==> src/rtl/aud_rx_pkg.sv <==
package aud_rx_pkg;

    localparam int SMP_W = 32;
    localparam int POS_W = $clog2(SMP_W);

    typedef enum logic [1:0] {
        FMT_RJ  = 2'b00,
        FMT_LJ  = 2'b01,
        FMT_I2S = 2'b10,
        FMT_DSP = 2'b11
    } fmt_e;

    typedef enum logic {
        CH_L = 1'b0,
        CH_R = 1'b1
    } chan_e;

    // Number of bits in one sample for a word-length code.
    function automatic logic [5:0] wl_bits(input logic [1:0] code);
        case (code)
            2'b00:   return 6'd16;
            2'b01:   return 6'd20;
            2'b10:   return 6'd24;
            default: return 6'd32;
        endcase
    endfunction

endpackage

==> src/rtl/aud_rx_sync.sv <==
module aud_rx_sync #(
    parameter int STAGES = 2
) (
    input  logic clk,
    input  logic rst_n,
    input  logic bclk_i,
    input  logic lrclk_i,
    input  logic sdata_i,
    input  logic bclk_inv_i,
    output logic stb_o,
    output logic lr_o,
    output logic sd_o
);
    localparam int LAST = STAGES - 1;

    typedef struct packed {
        logic [STAGES-1:0][2:0] chain;
        logic                   bclk_prev;
    } sync_st_t;

    sync_st_t st_d, st_q;
    logic     bclk_eff;

    always_comb begin
        st_d          = st_q;
        st_d.chain[0] = {sdata_i, lrclk_i, bclk_i};
        for (int i = 1; i < STAGES; i++) begin
            st_d.chain[i] = st_q.chain[i-1];
        end
        bclk_eff       = st_q.chain[LAST][0] ^ bclk_inv_i;
        st_d.bclk_prev = bclk_eff;
    end

    always_ff @(posedge clk or negedge rst_n) begin
        if (!rst_n) begin
            st_q.chain     <= '0;
            st_q.bclk_prev <= 1'b1;   // a capture edge needs a fall first
        end else begin
            st_q <= st_d;
        end
    end

    assign stb_o = bclk_eff & ~st_q.bclk_prev;
    assign lr_o  = st_q.chain[LAST][1];
    assign sd_o  = st_q.chain[LAST][2];

endmodule

==> src/rtl/aud_rx_frame.sv <==
module aud_rx_frame
    import aud_rx_pkg::*;
#(
    parameter int CNT_W = 8
) (
    input  logic             clk,
    input  logic             rst_n,
    input  logic             stb_i,
    input  logic             lr_i,
    input  logic [1:0]       fmt_i,
    input  logic [1:0]       wlen_i,
    input  logic             lrc_pol_i,
    input  logic             tdm_en_i,
    input  logic             tdm_slot_i,
    output logic             wr_en_o,
    output chan_e            wr_ch_o,
    output logic [POS_W-1:0] wr_pos_o,
    output logic             wr_clr_o,
    output logic             l_fin_o,
    output logic             r_fin_o,
    output logic             rj_bnd_o,
    output chan_e            rj_prev_ch_o
);
    typedef struct packed {
        logic [CNT_W-1:0] cnt;
        logic             lr;
        logic             aligned;
    } frm_st_t;

    frm_st_t          st_d, st_q;
    logic [CNT_W-1:0] wl, k, base, off, start, span, idx, bidx;
    logic             is_dsp, is_rj, restart, al, half_left, in_win, second;

    always_comb begin
        st_d    = st_q;
        wl      = CNT_W'(wl_bits(wlen_i));
        is_dsp  = (fmt_i == FMT_DSP);
        is_rj   = (fmt_i == FMT_RJ);
        restart = is_dsp ? (lr_i & ~st_q.lr) : (lr_i ^ st_q.lr);

        if (restart)        k = '0;
        else if (&st_q.cnt) k = st_q.cnt;
        else                k = st_q.cnt + CNT_W'(1);

        base = ((fmt_i == FMT_I2S) || (is_dsp && !lrc_pol_i)) ? CNT_W'(1) : '0;
        off  = '0;
        if (tdm_en_i && tdm_slot_i && !is_rj) off = is_dsp ? (wl << 1) : wl;
        start = base + off;
        span  = is_dsp ? (wl << 1) : wl;
        al    = st_q.aligned | restart;

        half_left = ((lr_i ^ lrc_pol_i) == (fmt_i != FMT_I2S));
        idx       = k - start;
        in_win    = al && !is_rj && (k >= start) && (idx < span);
        second    = is_dsp ? (idx >= wl) : !half_left;
        bidx      = (is_dsp && second) ? (idx - wl) : idx;

        wr_en_o  = stb_i && in_win;
        wr_ch_o  = second ? CH_R : CH_L;
        wr_pos_o = POS_W'(CNT_W'(SMP_W - 1) - bidx);
        wr_clr_o = (bidx == '0);
        l_fin_o  = wr_en_o && (bidx == wl - CNT_W'(1)) && !second;
        r_fin_o  = wr_en_o && (bidx == wl - CNT_W'(1)) && second;

        rj_bnd_o     = stb_i && is_rj && (lr_i ^ st_q.lr) && st_q.aligned;
        rj_prev_ch_o = (st_q.lr ^ lrc_pol_i) ? CH_L : CH_R;

        if (stb_i) begin
            st_d.cnt     = k;
            st_d.lr      = lr_i;
            st_d.aligned = al;
        end
    end

    always_ff @(posedge clk or negedge rst_n) begin
        if (!rst_n) st_q <= '0;
        else        st_q <= st_d;
    end

endmodule

==> src/rtl/aud_rx_assemble.sv <==
module aud_rx_assemble
    import aud_rx_pkg::*;
(
    input  logic             clk,
    input  logic             rst_n,
    input  logic             stb_i,
    input  logic             sd_i,
    input  logic [1:0]       fmt_i,
    input  logic [1:0]       wlen_i,
    input  logic             lsrc_i,
    input  logic             rsrc_i,
    input  logic             wr_en_i,
    input  chan_e            wr_ch_i,
    input  logic [POS_W-1:0] wr_pos_i,
    input  logic             wr_clr_i,
    input  logic             l_fin_i,
    input  logic             r_fin_i,
    input  logic             rj_bnd_i,
    input  chan_e            rj_prev_ch_i,
    output logic [SMP_W-1:0] left_o,
    output logic [SMP_W-1:0] right_o,
    output logic             valid_o
);
    typedef struct packed {
        logic [SMP_W-1:0] lw;
        logic [SMP_W-1:0] rw;
        logic [SMP_W-1:0] sr;
        logic             pend;
        logic [SMP_W-1:0] lo;
        logic [SMP_W-1:0] ro;
        logic             vld;
    } asm_st_t;

    asm_st_t          st_d, st_q;
    logic [SMP_W-1:0] word_rj, cur;
    logic [5:0]       wl6;

    always_comb begin
        st_d     = st_q;
        st_d.vld = 1'b0;
        wl6      = wl_bits(wlen_i);
        word_rj  = st_q.sr << (6'd32 - wl6);
        cur      = (wr_ch_i == CH_R) ? st_q.rw : st_q.lw;

        if (stb_i && (fmt_i == FMT_RJ)) st_d.sr = {st_q.sr[SMP_W-2:0], sd_i};

        if (rj_bnd_i) begin
            if (rj_prev_ch_i == CH_L) begin
                st_d.lw   = word_rj;
                st_d.pend = 1'b1;
            end else if (st_q.pend) begin
                st_d.lo   = lsrc_i ? word_rj : st_q.lw;
                st_d.ro   = rsrc_i ? word_rj : st_q.lw;
                st_d.vld  = 1'b1;
                st_d.pend = 1'b0;
            end
        end

        if (wr_en_i) begin
            if (wr_clr_i) cur = '0;
            cur[wr_pos_i] = sd_i;
            if (wr_ch_i == CH_R) st_d.rw = cur;
            else                 st_d.lw = cur;
            if (l_fin_i) st_d.pend = 1'b1;
            if (r_fin_i && st_q.pend) begin
                st_d.lo   = lsrc_i ? cur : st_q.lw;
                st_d.ro   = rsrc_i ? cur : st_q.lw;
                st_d.vld  = 1'b1;
                st_d.pend = 1'b0;
            end
        end
    end

    always_ff @(posedge clk or negedge rst_n) begin
        if (!rst_n) st_q <= '0;
        else        st_q <= st_d;
    end

    assign left_o  = st_q.lo;
    assign right_o = st_q.ro;
    assign valid_o = st_q.vld;

endmodule

==> src/rtl/aud_rx.sv <==
module aud_rx
    import aud_rx_pkg::*;
#(
    parameter int SYNC_STAGES = 2,
    parameter int CNT_W       = 8
) (
    input  logic        clk,
    input  logic        rst_n,
    input  logic        bclk_i,
    input  logic        lrclk_i,
    input  logic        sdata_i,
    input  logic [1:0]  fmt_i,
    input  logic [1:0]  wlen_i,
    input  logic        bclk_inv_i,
    input  logic        lrc_pol_i,
    input  logic        tdm_en_i,
    input  logic        tdm_slot_i,
    input  logic        lsrc_i,
    input  logic        rsrc_i,
    output logic [31:0] left_o,
    output logic [31:0] right_o,
    output logic        valid_o
);
    logic             stb, lr, sd;
    logic             wr_en, wr_clr, l_fin, r_fin, rj_bnd;
    chan_e            wr_ch, rj_prev_ch;
    logic [POS_W-1:0] wr_pos;

    aud_rx_sync #(.STAGES(SYNC_STAGES)) u_sync (
        .clk        (clk),
        .rst_n      (rst_n),
        .bclk_i     (bclk_i),
        .lrclk_i    (lrclk_i),
        .sdata_i    (sdata_i),
        .bclk_inv_i (bclk_inv_i),
        .stb_o      (stb),
        .lr_o       (lr),
        .sd_o       (sd)
    );

    aud_rx_frame #(.CNT_W(CNT_W)) u_frame (
        .clk          (clk),
        .rst_n        (rst_n),
        .stb_i        (stb),
        .lr_i         (lr),
        .fmt_i        (fmt_i),
        .wlen_i       (wlen_i),
        .lrc_pol_i    (lrc_pol_i),
        .tdm_en_i     (tdm_en_i),
        .tdm_slot_i   (tdm_slot_i),
        .wr_en_o      (wr_en),
        .wr_ch_o      (wr_ch),
        .wr_pos_o     (wr_pos),
        .wr_clr_o     (wr_clr),
        .l_fin_o      (l_fin),
        .r_fin_o      (r_fin),
        .rj_bnd_o     (rj_bnd),
        .rj_prev_ch_o (rj_prev_ch)
    );

    aud_rx_assemble u_asm (
        .clk          (clk),
        .rst_n        (rst_n),
        .stb_i        (stb),
        .sd_i         (sd),
        .fmt_i        (fmt_i),
        .wlen_i       (wlen_i),
        .lsrc_i       (lsrc_i),
        .rsrc_i       (rsrc_i),
        .wr_en_i      (wr_en),
        .wr_ch_i      (wr_ch),
        .wr_pos_i     (wr_pos),
        .wr_clr_i     (wr_clr),
        .l_fin_i      (l_fin),
        .r_fin_i      (r_fin),
        .rj_bnd_i     (rj_bnd),
        .rj_prev_ch_i (rj_prev_ch),
        .left_o       (left_o),
        .right_o      (right_o),
        .valid_o      (valid_o)
    );

endmodule

==> config.mk <==
export PLATFORM = sky130hd
export DESIGN_NAME = aud_rx
export DESIGN_NICKNAME = d
export VERILOG_FILES = /design/src/rtl/aud_rx_pkg.sv /design/src/rtl/aud_rx_sync.sv /design/src/rtl/aud_rx_frame.sv /design/src/rtl/aud_rx_assemble.sv /design/src/rtl/aud_rx.sv
export SDC_FILE = /design/constraint.sdc
export NUM_CORES = 1
export LEC_CHECK = 0
export ABC_AREA = 1
export BUFFER_PORTS_ARGS = -buffer_cell sky130_fd_sc_hd__buf_4
export CORE_ASPECT_RATIO = 0.8
export CORE_MARGIN = 2
export CORE_UTILIZATION = 47
export CTS_CLUSTER_DIAMETER = 100
export DETAILED_ROUTE_END_ITERATION = 10
export PLACE_DENSITY = 0.66
export SYNTH_ARGS = -nofsm -noshare
export SYNTH_HDL_FRONTEND = slang
export SYNTH_SLANG_ARGS = --single-unit
==> constraint.sdc <==
create_clock -name clk -period 12.1 [get_ports clk]
set_input_delay 1.815 -clock clk [delete_from_list [all_inputs] [get_ports clk]]
set_output_delay 1.815 -clock clk [all_outputs]
set_load 0.05 [all_outputs]
# After elaboration in Yosys (flattened, before gate mapping)
# Cells that the tools add are included.
word_totals:
  wordCells: 100
  regBits: 179
classes:
  order_cmp: 5
  n_eq_ne: 7
  bitwise_logic: 9
  muxes: 32
  addsub: 7
  n_reduce_logical: 26
  shift: 1
ops:
  columns: ["operator", "count"]
  rows:
  - ["$mux W32", 11]
  - ["$mux W66", 3]
  - ["$mux W65", 2]
  - ["$mux W64", 1]
  - ["$bwmux W32", 1]
  - ["$mux W8", 4]
  - ["$shl A32 B6 Y32", 1]
  - ["$pmux W6 S3", 1]
  - ["$logic_and A1 B1 Y1", 16]
  - ["$add A8 B1 Y8 const B", 1]
  - ["$add A8 B8 Y8", 1]
  - ["$eq A8 B8 Y1", 1]
  - ["$ge A8 B6 Y1", 1]
  - ["$ge A8 B8 Y1", 1]
  - ["$logic_not A8 Y1", 1]
  - ["$lt A8 B8 Y1", 1]
  - ["$reduce_and A8 Y1", 1]
  - ["$sub A8 B6 Y8", 1]
  - ["$sub A8 B8 Y8", 1]
  - ["$mux W1", 7]
  - ["$mux W7", 1]
  - ["$sub A6 B1 Y7 const B", 1]
  - ["$eq A2 B2 Y1 const B", 3]
  - ["$lt A5 B6 Y1 const B", 1]
  - ["15 further kinds", 24]

# Depth between registers and ports, before layout
# Gate-level depths: netlist of the first run.
depth:
  depth_word: 19
  mapped_depth: 32

# Hierarchy
# From an unflattened synthesis of the first run, not the netlist that was laid out.
unflattened:
  cells_unflattened: 1878
  hier_area_um2: 12513.3
modules_own_cells:
  columns: ["module", "area_each_um2", "seq_area_each_um2", "cells_per_inst", "instances"]
  rows:
  - ["aud_rx_assemble", 10563.9, 4053.9, 1595, 1]
  - ["aud_rx_frame", 1741.7, 250.2, 269, 1]
  - ["aud_rx_sync", 207.7, 176.4, 14, 1]

# Worst setup path before layout of the first run
# OpenSTA, ideal clock, no wires.
synth_timing:
  path_type: "input -> register"
  from: "input port wlen_i[1]"
  to: "register u_asm.st_q, in the netlist u_asm.left_o[24]"
  setup_ns: 0.121
  cell_stages: 27
  t_arrival_ns: 5.980
  path_buffers: 4
  path_slack_ns: 5.999
  cell_sequence: "inv_1 -> ha_1 -> clkbuf_1 -> clkbuf_1 -> nand3_1 -> ha_1 -> nand2_1 -> nand2_2 -> a21boi_1 -> xor2_1 -> ha_1 -> nand2_1 -> inv_1 -> a221oi_1 -> nand2_1 -> nor2_1 -> nand3_4 -> nand3_1 -> nand2_4 -> nand2_2 -> nand2_2 -> nor2_2 -> nand4_2 -> buf_4 -> buf_4 -> nor2_1 -> a21oi_1"
synth_lines:
  columns: ["item", "line", "source"]
  rows:
  - ["start: declaration", "aud_rx.sv:13", "input logic [1:0] wlen_i,"]
  - ["end signal: assignment", "aud_rx_assemble.sv:76", "else st_q <= st_d;"]
  - ["end: declaration", "aud_rx_assemble.sv:34", "asm_st_t st_d, st_q;"]

==> results.yml, run 1 <==
outcome:
  outcome: "finished clean"
logic_synthesis:
  ys_top_cells_by_area: "dfrtp_1 (35%), nand2_1 (13%), nor2_1 (11%)"
  synth_edf_count: 0
  ys_dominant_reg_cell: "dfrtp_1"
  syn_area_sq_mm: 0.0126
  yosysWarnings: 0
  synth_top_area_share_pct: 35.3
  yosysSeqAreaShare_pct: 35.5
  synth-seq-cells: 179
  synthArstFlopShare_pct: 100
  synth.avg_cell_area_sq_um: 6.63
  synthDistinctLibCells: 46
  synth_top_area_cell: "dfrtp_1"
  postSynthCellCount: 1902
  syn_nets: 1942
pwr:
  power.density_mw_per_mm2: 239
  power.leakage_nw: 6.54
  peakVddDrop_uv: 128
drt:
  drt-initial-drc-count: 1136
  wl_microns: 35900
  detail-route-antenna-nets: 0
  via_count: 12000
  wl_per_cell_microns: 16.3
  first_pass_iters: 6
  route.detailed.drc: 0
  via_per_inst: 5.43
final_layout:
  finish.utilization_pct: 50.5
  num-fill-cells: 2687
  final_nets: 1877
  drive_above_1_share_pct: 8.98
  num_antenna_cells: 0
  syn_to_final_growth_pct: 5.53
setup_path:
  worst-endpoint-arrival_ns: 8.34
  endpoint_kind: "register"
  critPathMaxStageDelay_ns: 0.62
  slowest_stage: "buf_4"
  cp_max_fo: 66
  cpMostUsedCell: "nand2_1"
  cp.required_ns: 12.47
  cp-start-kind: "primary input"
  crit_type: "primary input to register"
timing:
  relSlewSlack_pct: 28.3
  fin_skew_ns: 0.0115
  fmax_ghz: 0.125
  hold_viol: 0
  fin_setup_tns_ns: 0
  rsz0062_at_grt: "false"
  setup-violations-final: 0
  min_period_ns: 7.97
  finalCritPeriodShare_pct: 65.9
  worst_pin_slew_ns: 1.07
  slew_violations: 0
min_path:
  hold_class: "register to register"
cts:
  hold_buffers: 0
  cts_tree: "done"
  clk_pin_slew_ns: 0.07
  clk_latency_ns: 0.45
  post_cts_resize_count: 0
  cts_buffer_depth: 2
  htreeDepth: 4
  cts.sinks: 179
  cts_buffers: 17
  ctsRootBufferMaster: "clkbuf_16"
  post_cts_buffers: 0
grt:
  gr-usage-met3_pct: 3.75
  top_usage_layer: "met2"
  grt_overflow: 0
  grt_pass1_wl_microns: 59100
  grtUsageMet1_pct: 35.4
  grtUsageTotal_pct: 26.3
  grt_max_degree: 85
  grt_antenna_before_repair: 0
  grt_pass1_vias: 11300
  use_met2_pct: 43.5
placement:
  gp_congestion: 0.896
  place_hpwl_microns: 23100
  io_buffers: 79
die:
  die-area_sq_mm: 0.0282
  initial_core_util_pct: 47.9
  fp.dieH_microns: 150
  core_area_sq_mm: 0.0263
  boundaryPins: 80
  rows: 53
  chipWidth_microns: 187
job:
  cap_viol_max_count: 0
-- stage by stage --
| stage | power, W | cells | setup WS [ns] | hold slack, ns | instance area (sq um) |
|---|---|---|---|---|---|
| floorplan | 0.00229 | 1902 | 6.00 | 0.331 | 12600 |
| global placement | 0.00258 | 2175 | 3.93 | 0.335 | 12700 |
| detailed placement | 0.00261 | 2175 | 3.73 | 0.336 | 12700 |
| CTS | 0.00318 | 2206 | 4.17 | 0.353 | 13300 |
| global route | 0.00342 | 2206 | 3.49 | 0.373 | 13300 |
| finish | 0.00317 | 2206 | 4.13 | 0.350 | 13300 |
-- worst max-delay path, delay by kind of cell --
| family | cells | cell delay, ns |
|---|---|---|
| simple gates | 13 | 2.14 |
| compound gates | 4 | 0.89 |
| fa+ha+maj | 3 | 0.87 |
| xor+xnor | 1 | 0.33 |
| buf+inv | 8 | 2.22 |
-- final cells by class --
type | instances | area (sq um) | area share [%]
Inverter | 160 | 601 | 4.52
Clock inverter | 10 | 101 | 0.762
Clock buffer | 21 | 460 | 3.46
Tap cell | 357 | 447 | 3.36
Sequential cell | 179 | 4480 | 33.7
Multi-Input combinational cell | 1383 | 6480 | 48.8
Timing Repair Buffer | 96 | 727 | 5.47
-- synth_stat cells (2+ instances only) --
master and instances:
mux2i_1 2, nand2_2 9, buf_8 3, o211ai_1 13
o21ai_1 6, nand3_1 100, inv_1 152, xor2_1 10
o21ai_0 205, nand2_4 2, nor2_4 6, a31oi_1 3
clkinv_1 4, a211oi_1 8, ha_1 24, mux2_2 7
buf_2 15, nor2_2 2, dfrtp_1 178, nand4_1 37
inv_2 4, buf_1 5, nor3_1 11, xnor2_1 5
nand3_2 2, buf_6 5, a21oi_1 127, nand2_1 430
buf_4 76, nor2_1 360, clkbuf_1 76
-- cells by family after synthesis --
family          after synthesis  share of synthesized area, %
simple gates                963                          31.6
compound gates              371                          15.4
buf+inv                     340                          13.1
flops                       179                          35.5
fa+ha+maj                    25                          2.54
xor+xnor                     15                          1.04
mux                           9                         0.784
-- cells in the final DEF (no fill, tap or decap), types with 6 or more instances in the layout --
cell       count
dfrtp_1      178
nor2_1       359
o211ai_1      13
mux2_2         7
ha_1          24
nor2_4         7
buf_4         95
nand2_2        9
inv_1        151
xor2_1        10
nor3_1        11
clkbuf_16     17
o21ai_1        6
nand2_1      430
a21oi_1      127
a211oi_1       8
o21ai_0      205
nand4_1       37
nand3_1       99
-- state kept, by name, indices dropped and copies added, names as in the netlist --
register / flops
u_asm.right_o: 32
u_frame.st_q: 10
u_sync.sd_o: 1
u_sync.st_q: 2
u_sync.lr_o: 1
u_sync.st_d: 3
u_asm.left_o: 32
u_asm.valid_o: 1
u_asm.st_q: 97
-- per-layer routing --
layer | wire length, microns | share of wire [%] | vias up
met5 | 0 | 0 | -
met2 | 16400 | 46 | 351
met3 | 2080 | 5.8 | 54
met1 | 16600 | 46 | 5671
li1 | - | - | 5910
met4 | 821 | 2.3 | 0
-- worst paths after layout --
check	slack [ns]	to	cells past startpoint	startpoint
setup / recovery	4.13	u_asm.left_o[14]	29	wlen_i[1]
hold / removal	0.35	u_sync.sd_o	0	u_sync.st_d[6]
setup reg to reg	5.47	u_asm.left_o[14]	26	u_sync.lr_o
hold reg to reg	0.35	u_sync.sd_o	0	u_sync.st_d[6]
max in group asynchronous	8.71	u_asm.left_o[20]	3	rst_n
min in group asynchronous	1.31	u_frame.st_q[7]	1	rst_n
-- report_power, final --
part           internal [W]  switching, W  total (W)  leakage, nW
clock              0.000295      0.000258   0.000554        0.266
combinational      0.000493       0.00118    0.00167         3.98
sequential         0.000816      0.000131   0.000947         2.29
total               0.00160       0.00157    0.00317         6.54
Note: power is estimated with default switching activity, not from simulation.
==> run 2, diff against run 1 <==
--- a/config.mk
+++ b/config.mk
@@ -12,7 +12,7 @@
 export CORE_UTILIZATION = 47
 export CTS_CLUSTER_DIAMETER = 100
 export DETAILED_ROUTE_END_ITERATION = 10
-export PLACE_DENSITY = 0.66
+export PLACE_DENSITY = 0.69
 export SYNTH_ARGS = -nofsm -noshare
 export SYNTH_HDL_FRONTEND = slang
 export SYNTH_SLANG_ARGS = --single-unit
==> constraint.sdc (replaced) <==
create_clock -name clk -period 7.1 [get_ports clk]
set_input_delay 1.065 -clock clk [delete_from_list [all_inputs] [get_ports clk]]
set_output_delay 1.065 -clock clk [all_outputs]
set_load 0.05 [all_outputs]
==> run 2 against run 1 <==
Clock-buffer cell count shrank 4. Global-route usage shrank 0.44 points. Power is 70% higher. Worst hold slack improved by 0.0029 ns. Worst setup slack lost 3.0 ns. Flip-flop and latch count did not move. Largest cell class unchanged. Largest power group unchanged.
==> results.yml, run 2 (synthesis gave the netlist of run 1 again) <==
outcome:
  outcome: "finished clean"
final_layout:
  final_nets: 1880
  most-common-layout-cells: "nand2_1 (430), nor2_1 (357), o21ai_0 (205)"
  num_antenna_cells: 0
  largest_reg_flops: 97
  drive_above_1_share_pct: 9.39
  num-fill-cells: 2618
  syn_to_final_growth_pct: 5.69
  postLayoutCellArea_sq_mm: 0.0133
  layout_commonest_cell: "nand2_1"
  largest_register: "u_asm.st_q"
cts:
  cts.sinks: 179
  clk_latency_ns: 0.44
  ctsRootBufferMaster: "clkbuf_16"
  cts_buffers: 17
  cts_buffer_depth: 2
  htreeDepth: 4
  post_cts_resize_count: 0
  hold_buffers: 0
  clk_pin_slew_ns: 0.07
  post_cts_buffers: 0
  cts_tree: "done"
setup_path:
  regToRegStartpoint: "u_sync.lr_o"
  endpoint_kind: "register"
  crit_type: "primary input to register"
  crit_path_start: "wlen_i[1]"
  worst-endpoint-arrival_ns: 6.22
  cp-start-kind: "primary input"
  cp_max_fo: 57
  cp.required_ns: 7.39
timing:
  fmax_ghz: 0.169
  fin_setup_tns_ns: 0
  worst_pin_slew_ns: 1.06
  setup-violations-final: 0
  slew_violations: 0
  rsz0062_at_grt: "false"
  min_period_ns: 5.93
  finalCritPeriodShare_pct: 83.5
  whs_ns: 0.353
  fin_skew_ns: 0.0113
  hold_viol: 0
  relSlewSlack_pct: 29.1
grt:
  grt_overflow: 0
  grt_max_degree: 85
  grtUsageTotal_pct: 25.9
  grt_pass1_vias: 11200
  grt_pass1_wl_microns: 58300
  grt_antenna_before_repair: 0
drt:
  route.detailed.drc: 0
  first_pass_iters: 6
  wl_per_cell_microns: 16.0
  detail-route-antenna-nets: 0
  wl_microns: 35400
  via_per_inst: 5.43
  drt-initial-drc-count: 1084
  via_count: 12000
job:
  cap_viol_max_count: 0
pwr:
  power.density_mw_per_mm2: 404
  seqPwrFrac_pct: 29.8
  p_sw_share_pct: 50.0
  intPower_w: 0.00269
  power.total_w: 0.00539
  peakVddDrop_uv: 263
  p_clk_share_pct: 17.1
  power_switching_w: 0.00269
  power.leakage_nw: 6.55
  p_comb_share_pct: 53.1
placement:
  placed_cell_area_sq_mm: 0.0128
  place_hpwl_microns: 23000
  gp_congestion: 0.917
  io_buffers: 79
die:
  fp.dieH_microns: 150
  boundaryPins: 80
  initial_core_util_pct: 47.9
  die-area_sq_mm: 0.0282
  chipWidth_microns: 187
  core_area_sq_mm: 0.0263
  rows: 53
min_path:
  min_from: "u_sync.st_d[6]"
  hold_class: "register to register"
-- run 2: cell types whose count changed in the layout (fill, tap and decap cells not counted), moves of 2 or more --
cell and change:
clkinv_4 -2, inv_6 +5, nor2_1 -2, clkbuf_1 -2, nor2_2 +2, buf_4 +2
clkbuf_8 -3, clkinv_2 +2
-- run 2: power groups by stage --
stage	logic, W	clock network [W]	registers, W
after detailed placement	0.00282	0	0.00162
final	0.00286	0.000919	0.00161
after global routing	0.00318	0.000978	0.00165
after global placement	0.00278	0	0.00161
after CTS	0.00284	0.000934	0.00160
after floorplan	0.00236	0	0.00155
-- run 2: final cells by class --
type	instances	area, sq um	share of cell area, %
Tap cell	357	447	3.35
Multi-Input combinational cell	1383	6490	48.7
Timing Repair Buffer	99	759	5.70
Clock inverter	15	119	0.892
Sequential cell	179	4480	33.6
Inverter	160	601	4.51
Clock buffer	17	425	3.19
-- run 2: worst paths after layout --
path	cells after the start	slack (ns)	endpoint
worst max-delay path	28	1.17	u_asm.st_q[118]
worst min-delay path	0	0.35	u_sync.sd_o
worst max register to register	28	1.44	u_asm.st_q[118]
worst min register to register	0	0.35	u_sync.sd_o
max in group asynchronous	2	5.23	u_asm.right_o[20]
min in group asynchronous	1	0.66	u_frame.st_q[9]
-- run 2: critical path, cell delays in order --
cell	delay, ns
buf_4	0.13
inv_1	0.14
ha_1	0.19
buf_4	0.43
nand3_1	0.14
ha_1	0.38
nand2_1	0.08
o21ai_1	0.22
xor2_1	0.36
ha_1	0.34
nand2_1	0.09
inv_1	0.04
a221oi_1	0.39
nand2_1	0.09
nor2_1	0.30
nand3_4	0.19
nand2_4	0.13
nand2_1	0.08
nand2_2	0.06
buf_4	0.38
nand2_1	0.11
nor2_1	0.10
nand2_1	0.06
buf_4	0.26
nand3_1	0.13
nand2_1	0.11
nand2_1	0.08
o21ai_0	0.09
-- run 2: routing by layer --
| layer | share of wire, % | vias up | global-route usage (%) |
|---|---|---|---|
| met2 | 45 | 462 | 42.4 |
| met4 | 2.8 | 0 | 9.05 |
| met5 | 0 | - | 0 |
| li1 | - | 5923 | - |
| met3 | 7.9 | 74 | 5.15 |
| met1 | 45 | 5535 | 34.4 |
-- run 2: per-stage QoR --
stage / std cells / util [%] / setup WS [ns]
4_1_cts: 2210 / 50.6 / 1.23
2_1_floorplan: 1902 / - / 1.75
6_report: 2210 / 50.6 / 1.17
5_1_grt: 2210 / 50.6 / 0.674
3_3_place_gp: 2178 / 48.5 / 1.01
3_5_place_dp: 2178 / 48.5 / 0.787
==> run 3, diff against run 2 <==
==> constraint.sdc (replaced) <==
create_clock -name clk -period 4.8 [get_ports clk]
set_input_delay 0.72 -clock clk [delete_from_list [all_inputs] [get_ports clk]]
set_output_delay 0.72 -clock clk [all_outputs]
set_load 0.05 [all_outputs]
==> run 3 against run 2 <==
Clock power up 63%. Worst setup slack worse by 1.0 ns. Sequential share of layout area down 2.8 points. Die area unchanged. Cell area up 9.2%. Critical path depth down 2. Register-to-register slack worse by 1.3 ns. Clock-buffer cell count up 2. Combinational power up 70%. Worst hold slack worse by 0.0060 ns. Critical endpoint is now u_asm.right_o[22].
==> results.yml, run 3 (synthesis gave the netlist of run 1 again) <==
cts:
  ctsRootBufferMaster: "clkbuf_16"
  cts_buffers: 17
  hold_buffers: 0
  clk_pin_slew_ns: 0.08
  htreeDepth: 4
  clk_latency_ns: 0.44
  cts_tree: "done"
  cts_buffer_depth: 2
  cts.sinks: 179
final_layout:
  layout_commonest_cell: "nand2_1"
  final_nets: 1966
  most-common-layout-cells: "nand2_1 (417), nor2_1 (353), o21ai_0 (203)"
  syn_to_final_growth_pct: 15.4
  largest_register: "u_asm.st_q"
  largest_reg_flops: 97
  finish.utilization_pct: 55.2
  drive_above_1_share_pct: 15.3
  postLayoutCellArea_sq_mm: 0.0145
  multi_input_area_sq_mm: 0.00669
  num_antenna_cells: 0
  instances_no_fill: 2296
  num-fill-cells: 2515
  regArea_sq_mm: 0.00448
timing:
  hold_viol: 0
  fin_skew_ns: 0.0152
  slew_violations: 0
  fmax_ghz: 0.214
  worst_pin_slew_ns: 1.06
  relSlewSlack_pct: 29.5
  setup-violations-final: 0
  whs_ns: 0.347
  finalCritPeriodShare_pct: 97.2
  min_period_ns: 4.66
pwr:
  p_sw_share_pct: 47.7
  power.leakage_nw: 7.13
  p_comb_share_pct: 55.6
  peakVddDrop_uv: 477
  p_clk_share_pct: 17.2
  power_switching_w: 0.00418
  power.density_mw_per_mm2: 602
  seqPwrFrac_pct: 27.3
  intPower_w: 0.00458
grt:
  grt_max_degree: 105
  grt_antenna_before_repair: 0
  grt_pass1_vias: 11500
  grtUsageTotal_pct: 26.5
  grt_pass1_wl_microns: 59600
  grt_overflow: 0
die:
  chipWidth_microns: 187
  initial_core_util_pct: 47.9
  die-area_sq_mm: 0.0282
  boundaryPins: 80
  core_area_sq_mm: 0.0263
  fp.dieH_microns: 150
  rows: 53
setup_path:
  cp_max_fo: 11
  cp.required_ns: 5.17
  crit_type: "register to register"
  slowest_stage: "dfrtp_1"
  critPathMaxStageDelay_ns: 0.40
  cp-start-kind: "register"
  worst-endpoint-arrival_ns: 5.03
  endpoint_kind: "register"
drt:
  wl_microns: 37900
  first_pass_iters: 6
  detail-route-antenna-nets: 0
  via_per_inst: 5.47
  route.detailed.drc: 0
  wl_per_cell_microns: 16.5
  drt-initial-drc-count: 1136
  via_count: 12600
job:
  cap_viol_max_count: 0
outcome:
  outcome: "finished clean"
placement:
  io_buffers: 79
  place_hpwl_microns: 24900
  gp_congestion: 0.918
  place_inst: 2250
  placed_cell_area_sq_mm: 0.0135
min_path:
  hold_class: "register to register"
-- run 3: worst max-delay path, delay by kind of cell, from the launching register on --
| family | cells | cell delay [ns] |
|---|---|---|
| XOR/XNOR | 1 | 0.23 |
| flip-flops | 1 | 0.40 |
| adder cells (fa/ha/maj) | 3 | 0.78 |
| AO/OA/AOI/OAI | 5 | 1.03 |
| AND/OR/NAND/NOR | 14 | 1.73 |
| buffers and inverters | 3 | 0.41 |
-- run 3: worst paths after layout --
path,startpoint,endpoint,slack (ns),cells after the start
max,u_frame.st_q[3],u_asm.right_o[22],0.14,26
min,u_sync.st_d[5],u_sync.lr_o,0.35,0
max reg2reg,u_frame.st_q[3],u_asm.right_o[22],0.14,26
min reg2reg,u_sync.st_d[5],u_sync.lr_o,0.35,0
max in group asynchronous,rst_n,u_asm.st_q[105],3.43,2
min in group asynchronous,rst_n,u_asm.left_o[21],0.43,1
-- run 3: power groups by stage --
| stage | clock network, W | registers, W | logic [W] |
|---|---|---|---|
| 3_5_place_dp | 0 | 0.00240 | 0.00463 |
| 2_1_floorplan | 0 | 0.00229 | 0.00349 |
| 4_1_cts | 0.00153 | 0.00238 | 0.00466 |
| 6_report | 0.00150 | 0.00239 | 0.00486 |
| 3_3_place_gp | 0 | 0.00239 | 0.00454 |
| 5_1_grt | 0.00159 | 0.00244 | 0.00534 |
-- run 3: per-layer routing --
layer	share of wire (%)	up-vias	GRT usage, %	wire [microns]
met5	0	-	1.40	0
met4	2.8	0	9.29	1070
met3	8.3	63	4.99	3140
met2	45	506	42.5	17100
met1	44	5908	35.9	16600
li1	-	6089	-	-
-- run 3: area by class of cell --
cell class              count  share of cell area [%]
repair buffers            184                    11.7
well taps                 357                    3.07
clock inverters            13                    1.19
multi-input cells        1384                    46.0
inverters                 160                    4.22
clock buffers              19                    3.05
flip-flops and latches    179                    30.8
-- run 3: through the flow --
step           TNS [ns]  setup slack (ns)  total power, W
2_1_floorplan         0            0.0140         0.00578
3_3_place_gp      -2.16           -0.0691         0.00693
3_5_place_dp     -13.36            -0.228         0.00703
4_1_cts               0            0.0154         0.00857
5_1_grt          -13.49            -0.158         0.00937
6_report              0             0.136         0.00875
-- run 3: what timing repair did --
| item | CTS | global route |
|---|---|---|
| setup endpoints to repair | 61 | 130 |
| pin swaps | 0 | 21 |
| cloned | 0 | 6 |
| resized for setup | 3 | 57 |
| setup buffers | 0 | 8 |
